`src/rtl/kmap_pkg.sv`:
```
package kmap_pkg;
    // Controller states, in the order a request walks through them.
    typedef enum logic [2:0] {
        ST_IDLE  = 3'd0,
        ST_MAG   = 3'd1,
        ST_SCALE = 3'd2,
        ST_DIV   = 3'd3,
        ST_MULB  = 3'd4,
        ST_SUB   = 3'd5
    } kmap_state_e;

    // Default fixed-point map constants (Q4.20): a = 1.4, b = 0.3, truncated.
    localparam int unsigned KMAP_A_DEF = 1468006;
    localparam int unsigned KMAP_B_DEF = 314572;
endpackage

```
`src/rtl/kmap_step.sv`:
```
// One combinational step of the quadratic map in signed fixed point.
module kmap_step #(
    parameter int W = 24,
    parameter int F = 20,
    parameter int unsigned A_FX = kmap_pkg::KMAP_A_DEF,
    parameter int unsigned B_FX = kmap_pkg::KMAP_B_DEF
) (
    input  logic signed [W-1:0] x_cur,
    input  logic signed [W-1:0] y_cur,
    output logic signed [W-1:0] x_nxt,
    output logic signed [W-1:0] y_nxt
);
    localparam int PW = 2 * W;
    localparam logic signed [W-1:0] ONE_C = W'(1) << F;
    localparam logic signed [W-1:0] A_C   = W'(A_FX);
    localparam logic signed [W-1:0] B_C   = W'(B_FX);

    logic signed [PW-1:0] sq_p;
    logic signed [PW-1:0] ax_p;
    logic signed [PW-1:0] bx_p;
    logic signed [W-1:0]  sq_t;
    logic signed [W-1:0]  ax_t;

    always_comb begin
        sq_p  = PW'(x_cur) * PW'(x_cur);
        // Taking bits [F+W-1:F] is an arithmetic shift by F (floor), then wrap.
        sq_t  = sq_p[F+W-1:F];
        ax_p  = PW'(A_C) * PW'(sq_t);
        ax_t  = ax_p[F+W-1:F];
        bx_p  = PW'(B_C) * PW'(x_cur);
        x_nxt = ONE_C - ax_t + y_cur;
        y_nxt = bx_p[F+W-1:F];
    end
endmodule

```
`src/rtl/kmap_scale.sv`:
```
// Magnitude capture and fixed-point scaling of the map state.
module kmap_scale #(
    parameter int MAP_W   = 24,
    parameter int MAP_F   = 20,
    parameter int CONV_W  = 32,
    parameter int CONV_F  = 23,
    parameter int unsigned SCALE_K = 10_000_000
) (
    input  logic                    clk,
    input  logic                    rst_n,
    input  logic signed [MAP_W-1:0] x_in,
    input  logic                    cap_mag,
    input  logic                    cap_scale,
    output logic [CONV_W-1:0]       scaled_d,
    output logic [CONV_W-1:0]       scaled_q
);
    localparam int SH     = CONV_F - MAP_F;
    localparam int K_W    = $clog2(SCALE_K + 1);
    localparam int PROD_W = CONV_W + K_W;

    logic signed [CONV_W-1:0] x_ext;
    logic [CONV_W-1:0]        mag_d;
    logic [CONV_W-1:0]        mag_q;
    logic [PROD_W-1:0]        prod;

    always_comb begin
        x_ext = {{(CONV_W-MAP_W){x_in[MAP_W-1]}}, x_in} <<< SH;
        if (x_ext[CONV_W-1]) begin
            mag_d = CONV_W'(-x_ext);
        end else begin
            mag_d = CONV_W'(x_ext);
        end
        prod     = PROD_W'(mag_q) * PROD_W'(SCALE_K);
        scaled_d = prod[CONV_F+CONV_W-1:CONV_F];
    end

    always_ff @(posedge clk or negedge rst_n) begin
        if (!rst_n) begin
            mag_q    <= '0;
            scaled_q <= '0;
        end else begin
            if (cap_mag) begin
                mag_q <= mag_d;
            end
            if (cap_scale) begin
                scaled_q <= scaled_d;
            end
        end
    end
endmodule

```
`src/rtl/kmap_divn.sv`:
```
// Restoring shift-subtract divider by a constant, one quotient bit per step.
module kmap_divn #(
    parameter int N_W = 32,
    parameter int unsigned DIV = 255
) (
    input  logic           clk,
    input  logic           rst_n,
    input  logic           load,
    input  logic           step,
    input  logic [N_W-1:0] dividend,
    output logic [N_W-1:0] quotient,
    output logic           last
);
    localparam int R_W = $clog2(DIV);
    localparam int C_W = $clog2(N_W);
    localparam logic [R_W:0] DIV_C = (R_W+1)'(DIV);

    logic [N_W-1:0] dvd_q;
    logic [R_W-1:0] rem_q;
    logic [C_W-1:0] cnt_q;
    logic [R_W:0]   rem_sh;
    logic [R_W:0]   rem_sub;
    logic           ge;

    always_comb begin
        rem_sh  = {rem_q, dvd_q[N_W-1]};
        ge      = (rem_sh >= DIV_C);
        rem_sub = rem_sh - DIV_C;
    end

    always_ff @(posedge clk or negedge rst_n) begin
        if (!rst_n) begin
            dvd_q <= '0;
            rem_q <= '0;
            cnt_q <= '0;
        end else if (load) begin
            dvd_q <= dividend;
            rem_q <= '0;
            cnt_q <= '0;
        end else if (step) begin
            dvd_q <= {dvd_q[N_W-2:0], ge};
            rem_q <= ge ? rem_sub[R_W-1:0] : rem_sh[R_W-1:0];
            cnt_q <= cnt_q + C_W'(1);
        end
    end

    assign quotient = dvd_q;
    assign last     = step && (cnt_q == C_W'(N_W - 1));
endmodule

```
`src/rtl/kmap_keystream.sv`:
```
// On-demand chaotic keystream byte generator: controller and reduction datapath.
module kmap_keystream #(
    parameter int MAP_W   = 24,
    parameter int MAP_F   = 20,
    parameter int CONV_W  = 32,
    parameter int CONV_F  = 23,
    parameter int OUT_W   = 8,
    parameter int unsigned SCALE_K = 10_000_000,
    parameter int unsigned MOD_N   = 255,
    parameter int unsigned A_FX    = kmap_pkg::KMAP_A_DEF,
    parameter int unsigned B_FX    = kmap_pkg::KMAP_B_DEF
) (
    input  logic             clk,
    input  logic             rst_n,
    input  logic             key_load,
    input  logic [MAP_W-1:0] key_x,
    input  logic [MAP_W-1:0] key_y,
    input  logic             start,
    output logic             done,
    output logic [OUT_W-1:0] byte_out
);
    import kmap_pkg::*;

    kmap_state_e state_q, state_d;

    logic signed [MAP_W-1:0] x_q, y_q;
    logic signed [MAP_W-1:0] x_nxt, y_nxt;
    logic [CONV_W-1:0]       scaled_d, scaled_q;
    logic [CONV_W-1:0]       quot;
    logic [CONV_W-1:0]       mulb_q;
    logic [CONV_W-1:0]       diff;
    logic                    div_last;
    logic                    accept;
    logic                    busy;
    logic                    done_q;
    logic [OUT_W-1:0]        byte_q;

    assign busy   = (state_q != ST_IDLE);
    assign accept = (state_q == ST_IDLE) && start && !key_load;
    assign diff   = scaled_q - mulb_q;

    kmap_step #(
        .W(MAP_W), .F(MAP_F), .A_FX(A_FX), .B_FX(B_FX)
    ) u_step (
        .x_cur(x_q), .y_cur(y_q), .x_nxt(x_nxt), .y_nxt(y_nxt)
    );

    kmap_scale #(
        .MAP_W(MAP_W), .MAP_F(MAP_F), .CONV_W(CONV_W),
        .CONV_F(CONV_F), .SCALE_K(SCALE_K)
    ) u_scale (
        .clk(clk), .rst_n(rst_n), .x_in(x_q),
        .cap_mag(state_q == ST_MAG), .cap_scale(state_q == ST_SCALE),
        .scaled_d(scaled_d), .scaled_q(scaled_q)
    );

    kmap_divn #(
        .N_W(CONV_W), .DIV(MOD_N)
    ) u_div (
        .clk(clk), .rst_n(rst_n),
        .load(state_q == ST_SCALE), .step(state_q == ST_DIV),
        .dividend(scaled_d), .quotient(quot), .last(div_last)
    );

    // State register.
    always_ff @(posedge clk or negedge rst_n) begin
        if (!rst_n) begin
            state_q <= ST_IDLE;
        end else begin
            state_q <= state_d;
        end
    end

    // Next-state logic.
    always_comb begin
        state_d = state_q;
        if (key_load) begin
            state_d = ST_IDLE;
        end else begin
            unique case (state_q)
                ST_IDLE:  if (start) state_d = ST_MAG;
                ST_MAG:   state_d = ST_SCALE;
                ST_SCALE: state_d = ST_DIV;
                ST_DIV:   if (div_last) state_d = ST_MULB;
                ST_MULB:  state_d = ST_SUB;
                ST_SUB:   state_d = ST_IDLE;
                default:  state_d = ST_IDLE;
            endcase
        end
    end

    // Map registers, multiply-back, subtract and outputs.
    always_ff @(posedge clk or negedge rst_n) begin
        if (!rst_n) begin
            x_q    <= '0;
            y_q    <= '0;
            mulb_q <= '0;
            byte_q <= '0;
            done_q <= 1'b0;
        end else begin
            done_q <= 1'b0;
            if (key_load) begin
                x_q <= key_x;
                y_q <= key_y;
            end else begin
                unique case (state_q)
                    ST_IDLE: begin
                        if (accept) begin
                            x_q <= x_nxt;
                            y_q <= y_nxt;
                        end
                    end
                    ST_MULB: mulb_q <= quot * CONV_W'(MOD_N);
                    ST_SUB: begin
                        byte_q <= diff[OUT_W-1:0];
                        done_q <= 1'b1;
                    end
                    default: ;
                endcase
            end
        end
    end

    assign done     = done_q;
    assign byte_out = byte_q;
endmodule

```
`config.mk`:
```
export PLATFORM = sky130hd
export DESIGN_NAME = kmap_keystream
export DESIGN_NICKNAME = d
export VERILOG_FILES = /design/src/rtl/kmap_pkg.sv /design/src/rtl/kmap_step.sv /design/src/rtl/kmap_scale.sv /design/src/rtl/kmap_divn.sv /design/src/rtl/kmap_keystream.sv
export SDC_FILE = /design/constraint.sdc
export NUM_CORES = 2
export LEC_CHECK = 0
export ABC_CLOCK_PERIOD_IN_PS = 16210
export CELL_PAD_IN_SITES_DETAIL_PLACEMENT = 1
export CELL_PAD_IN_SITES_GLOBAL_PLACEMENT = 1
export CORE_UTILIZATION = 48
export DETAILED_ROUTE_END_ITERATION = 12
export PLACE_DENSITY_LB_ADDON = 0.25
export SYNTH_ARGS = -nofsm -noshare
export SYNTH_HDL_FRONTEND = slang
export SYNTH_SLANG_ARGS = --single-unit
```
`constraint.sdc`:
```
create_clock -name clk -period 16.21 [get_ports clk]
set_clock_uncertainty 0.15 [all_clocks]
set_input_delay 4.863 -clock clk [delete_from_list [all_inputs] [get_ports clk]]
set_output_delay 4.863 -clock clk [all_outputs]
set_load 0.1 [all_outputs]
```
==> metrics.md <==
| Metric | Value |
|---|---|
| Dpl cells | `6518` |
| Final antenna-violating net count | `0` |
| FMAX | `0.0644 GHz` |
| # DRC | `0` |
| Finished Layout Cells | `6553` |
| CTS Buffer Depth | `2` |
| Fillers | `11504` |
| WP data required | `16.46 ns` |
| Seq cells post-synth | `150` |
| DRT Pass-1 Iters | `5` |
| CORE AREA | `100000 µm²` |
| Port buffer count | `60` |
| Initial Utilization | `48.6%` |
| Top cell type's share of synthesized area | `42.9%` |
| Worst-margin pin slew | `0.977 ns` |
| Number of buffers created by CTS | `17` |
| Post-synthesis sequential area ratio | `7.68%` |
| Avg Cell Area, Syn | `9.61 µm²` |
| Delay-heaviest family, CP | `adder cells` |
| Post-Syn Instances | `5085` |
| Kind of critical path | `register to register` |
| CTS H-tree lvls | `4` |
| Share of cells above drive strength 1 | `4.48%` |
| First-pass GRT wire length | `230000 µm` |
| Routability-driven placement congestion ratio | `0.987` |
| Synth Flop Type | `dfrtp_1` |
| Synthesized cell area | `48900 µm²` |
| Largest area contributor in the netlist | `fa_1` |
| Hold Crit Depth | `2` |
| Min-delay worst type | `register to register` |
| CP Depth | `52` |
| Critical Path Max Stage Delay | `0.72 ns` |
| Post-synthesis cell type count | `74` |
| GRT Residual Overflow | `0` |
| Area growth syn-to-layout | `7.39%` |
| Fin crit share | `95.8%` |
| Final setup violation count | `0` |
| Fin nets | `7052` |
| Vias after detailed routing | `34484` |
| Clock period minus final worst setup slack | `15.54 ns` |
| Largest net degree at the start of global routing | `66` |
| CTS tree | `built` |
| Synth Warn # | `0` |
| R2R depth | `52` |
| Hpwl dp | `128000 µm` |
| Final WL | `144000 µm` |
| Vias in the first global route | `40389` |
| DR WL/cell | `22.0 µm` |
| Asr flop ratio synth | `100%` |
| Final hold violations | `0` |
| GRT Total Usage | `29.5%` |
| Via density | `5.26` |
| Area after DPL | `51700 µm²` |
| Antenna fix cells | `0` |
| Root buffer cell | `clkbuf_16` |
| Post-CTS Hold Buffers | `0` |
| RSZ-0062 raised after global routing | `true` |
| Top Ports | `61` |
| Post-synth EDFFs | `0` |
| Outcome | `finished clean` |
| DIE HEIGHT | `321 µm` |
| Sum Neg Setup Slack | `0 ns` |
| Startpoint class of the critical path | `register` |
| CP Capture Type | `register` |
| Crit path arrival time | `15.79 ns` |
| Num rows | `116` |
| Maxcap violations | `0` |
| Area of the die | `103000 µm²` |
| Worst-Skew Late Latency | `0.51 ns` |
| Post-Synthesis Net Count | `6954` |
| Max-slew violations | `0` |
| Die W | `321 µm` |
| DRT iter0 DRCs | `1404` |
| Worst path most repeated cell | `fa_1` |
| Design Area, Final | `52500 µm²` |
| Initial antenna violation count | `3` |
| Crit path max fanout | `36` |
| Critical path buffer and inverter count | `10` |
| Worst-path clk slew | `0.08 ns` |
| Worst path slowest cell | `fa_1` |
| Slew HR | `34.7%` |
| Clock sinks | `150` |
| Largest cells by area after synthesis | `fa_1 (43%), ha_1 (20%), inv_1 (12%), dfrtp_1 (7.7%), nand2_1 (2.7%)` |
worst reg2reg max path, delay by kind of cell, from the launching register on:
kind / cells / cell delay [ns]
AO/OA/AOI/OAI: 13 / 2.70
XOR/XNOR: 3 / 0.47
adder cells (fa/ha/maj): 17 / 8.13
buffers and inverters: 10 / 1.72
flip-flops: 1 / 0.51
AND/OR/NAND/NOR: 9 / 1.77
logic make-up (layout without fill, tap and decap cells):
| group | count (synthesis) | count (layout) | synth area share [%] |
|---|---|---|---|
| adders and majority gates | 1817 | 1817 | 62.6 |
| buffers and inverters | 1624 | 1735 | 12.5 |
| and+or+nand+nor | 779 | 779 | 6.91 |
| AOI/OAI and AO/OA | 503 | 503 | 6.40 |
| xor gates and xnor gates | 189 | 189 | 3.42 |
| DFF | 150 | 150 | 7.68 |
| muxes | 23 | 23 | 0.502 |
synthesized netlist by cell type (all sizes together), types with 8 or more instances:
library cell,n
inv,1514
fa,1047
ha,770
nand2,356
nor2,235
a21oi,159
dfrtp,150
o21ai,138
xnor2,136
clkbuf,83
xor2,52
a21o,48
nand3,33
a31oi,26
and3,24
o21a,22
nor3,21
a211oi,19
nor2b,19
buf,18
nand4,16
nand2b,15
o211ai,13
or3,13
mux2,12
mux2i,11
o21bai,11
or2,10
clkinv,9
a221oi,8
flip-flops by register name (all words and copies together), names as in the netlist:
name	count
byte_out	8
u_scale.scaled_q	8
y_q	24
x_q	24
u_div.rem_q	8
state_q	3
u_div.cnt_q	5
mulb_q	8
u_scale.mag_q	29
done	1
u_div.quotient	32
layer usage:
metal  part of all wire, %  up-vias  routed length, µm  track usage (%)
li1                      -    15497                  -                -
met1                    39    18064              56900             35.4
met2                    53      682              76400             54.4
met3                   3.2      237               4670             2.58
met4                   4.2        4               6120             11.6
met5                 0.021        -                 30                0
final timing paths:
kind / start / slack (ns) / to
max in group asynchronous: rst_n / 9.73 / x_q[8]$_DFFE_PN0P_
worst max-delay path: x_q[23]$_DFFE_PN0P_ / 0.67 / x_q[23]$_DFFE_PN0P_
min in group asynchronous: rst_n / 4.11 / byte_out[5]$_DFFE_PN0P_
worst min-delay path: u_div.cnt_q[4]$_DFFE_PN0P_ / 0.33 / u_div.cnt_q[4]$_DFFE_PN0P_
worst min register to register: u_div.cnt_q[4]$_DFFE_PN0P_ / 0.33 / u_div.cnt_q[4]$_DFFE_PN0P_
worst max register to register: x_q[23]$_DFFE_PN0P_ / 0.67 / x_q[23]$_DFFE_PN0P_
what timing repair did:
action,CTS,global route
setup endpoints to repair,0,14
resized for setup,0,40
buffers inserted,0,3
hold endpoints to repair,0,0
cells in the final DEF (no fill, tap or decap), types with 13 or more instances in the layout:
| cell type | Yosys | final |
|---|---|---|
| a211oi_1 | 18 | 17 |
| a21o_1 | 48 | 48 |
| a21oi_1 | 158 | 155 |
| a31oi_1 | 25 | 23 |
| and3_1 | 24 | 24 |
| buf_4 | 0 | 121 |
| clkbuf_16 | 0 | 17 |
| clkdlybuf4s50_1 | 0 | 58 |
| dfrtp_1 | 150 | 141 |
| fa_1 | 1047 | 1046 |
| ha_1 | 770 | 767 |
| inv_1 | 1512 | 1510 |
| nand2_1 | 356 | 356 |
| nand2b_1 | 15 | 15 |
| nand3_1 | 33 | 33 |
| nand4_1 | 16 | 16 |
| nor2_1 | 235 | 229 |
| nor2b_1 | 19 | 18 |
| nor3_1 | 21 | 20 |
| o21a_1 | 22 | 21 |
| o21ai_0 | 131 | 128 |
| or3_1 | 13 | 13 |
| xnor2_1 | 136 | 133 |
| xor2_1 | 52 | 50 |
per-stage QoR:
step / setup WS [ns] / hold slack [ns] / utilization [%]
CTS: 0.0744 / 0.337 / 52.1
finish: 0.674 / 0.333 / 52.2
global route: -0.101 / 0.358 / 52.2
floorplan: 0.913 / 0.289 / -
detailed placement: 0.0967 / 0.318 / 51.5
global placement: 0.368 / 0.308 / 51.5
cell type report:
cell class                      instances  area [µm²]  share of cell area [%]
Clock inverter                         15         199                   0.379
Timing Repair Buffer                  180        1500                    2.86
Tap cell                             1357        1700                    3.24
Sequential cell                       150        3760                    7.18
Clock buffer                           17         425                   0.811
Multi-Input combinational cell       3311       39200                    74.6
Inverter                             1523        5730                    10.9
Power is not shown: default switching activity piles up to over one toggle a cycle in this logic, so the estimate is an artifact.
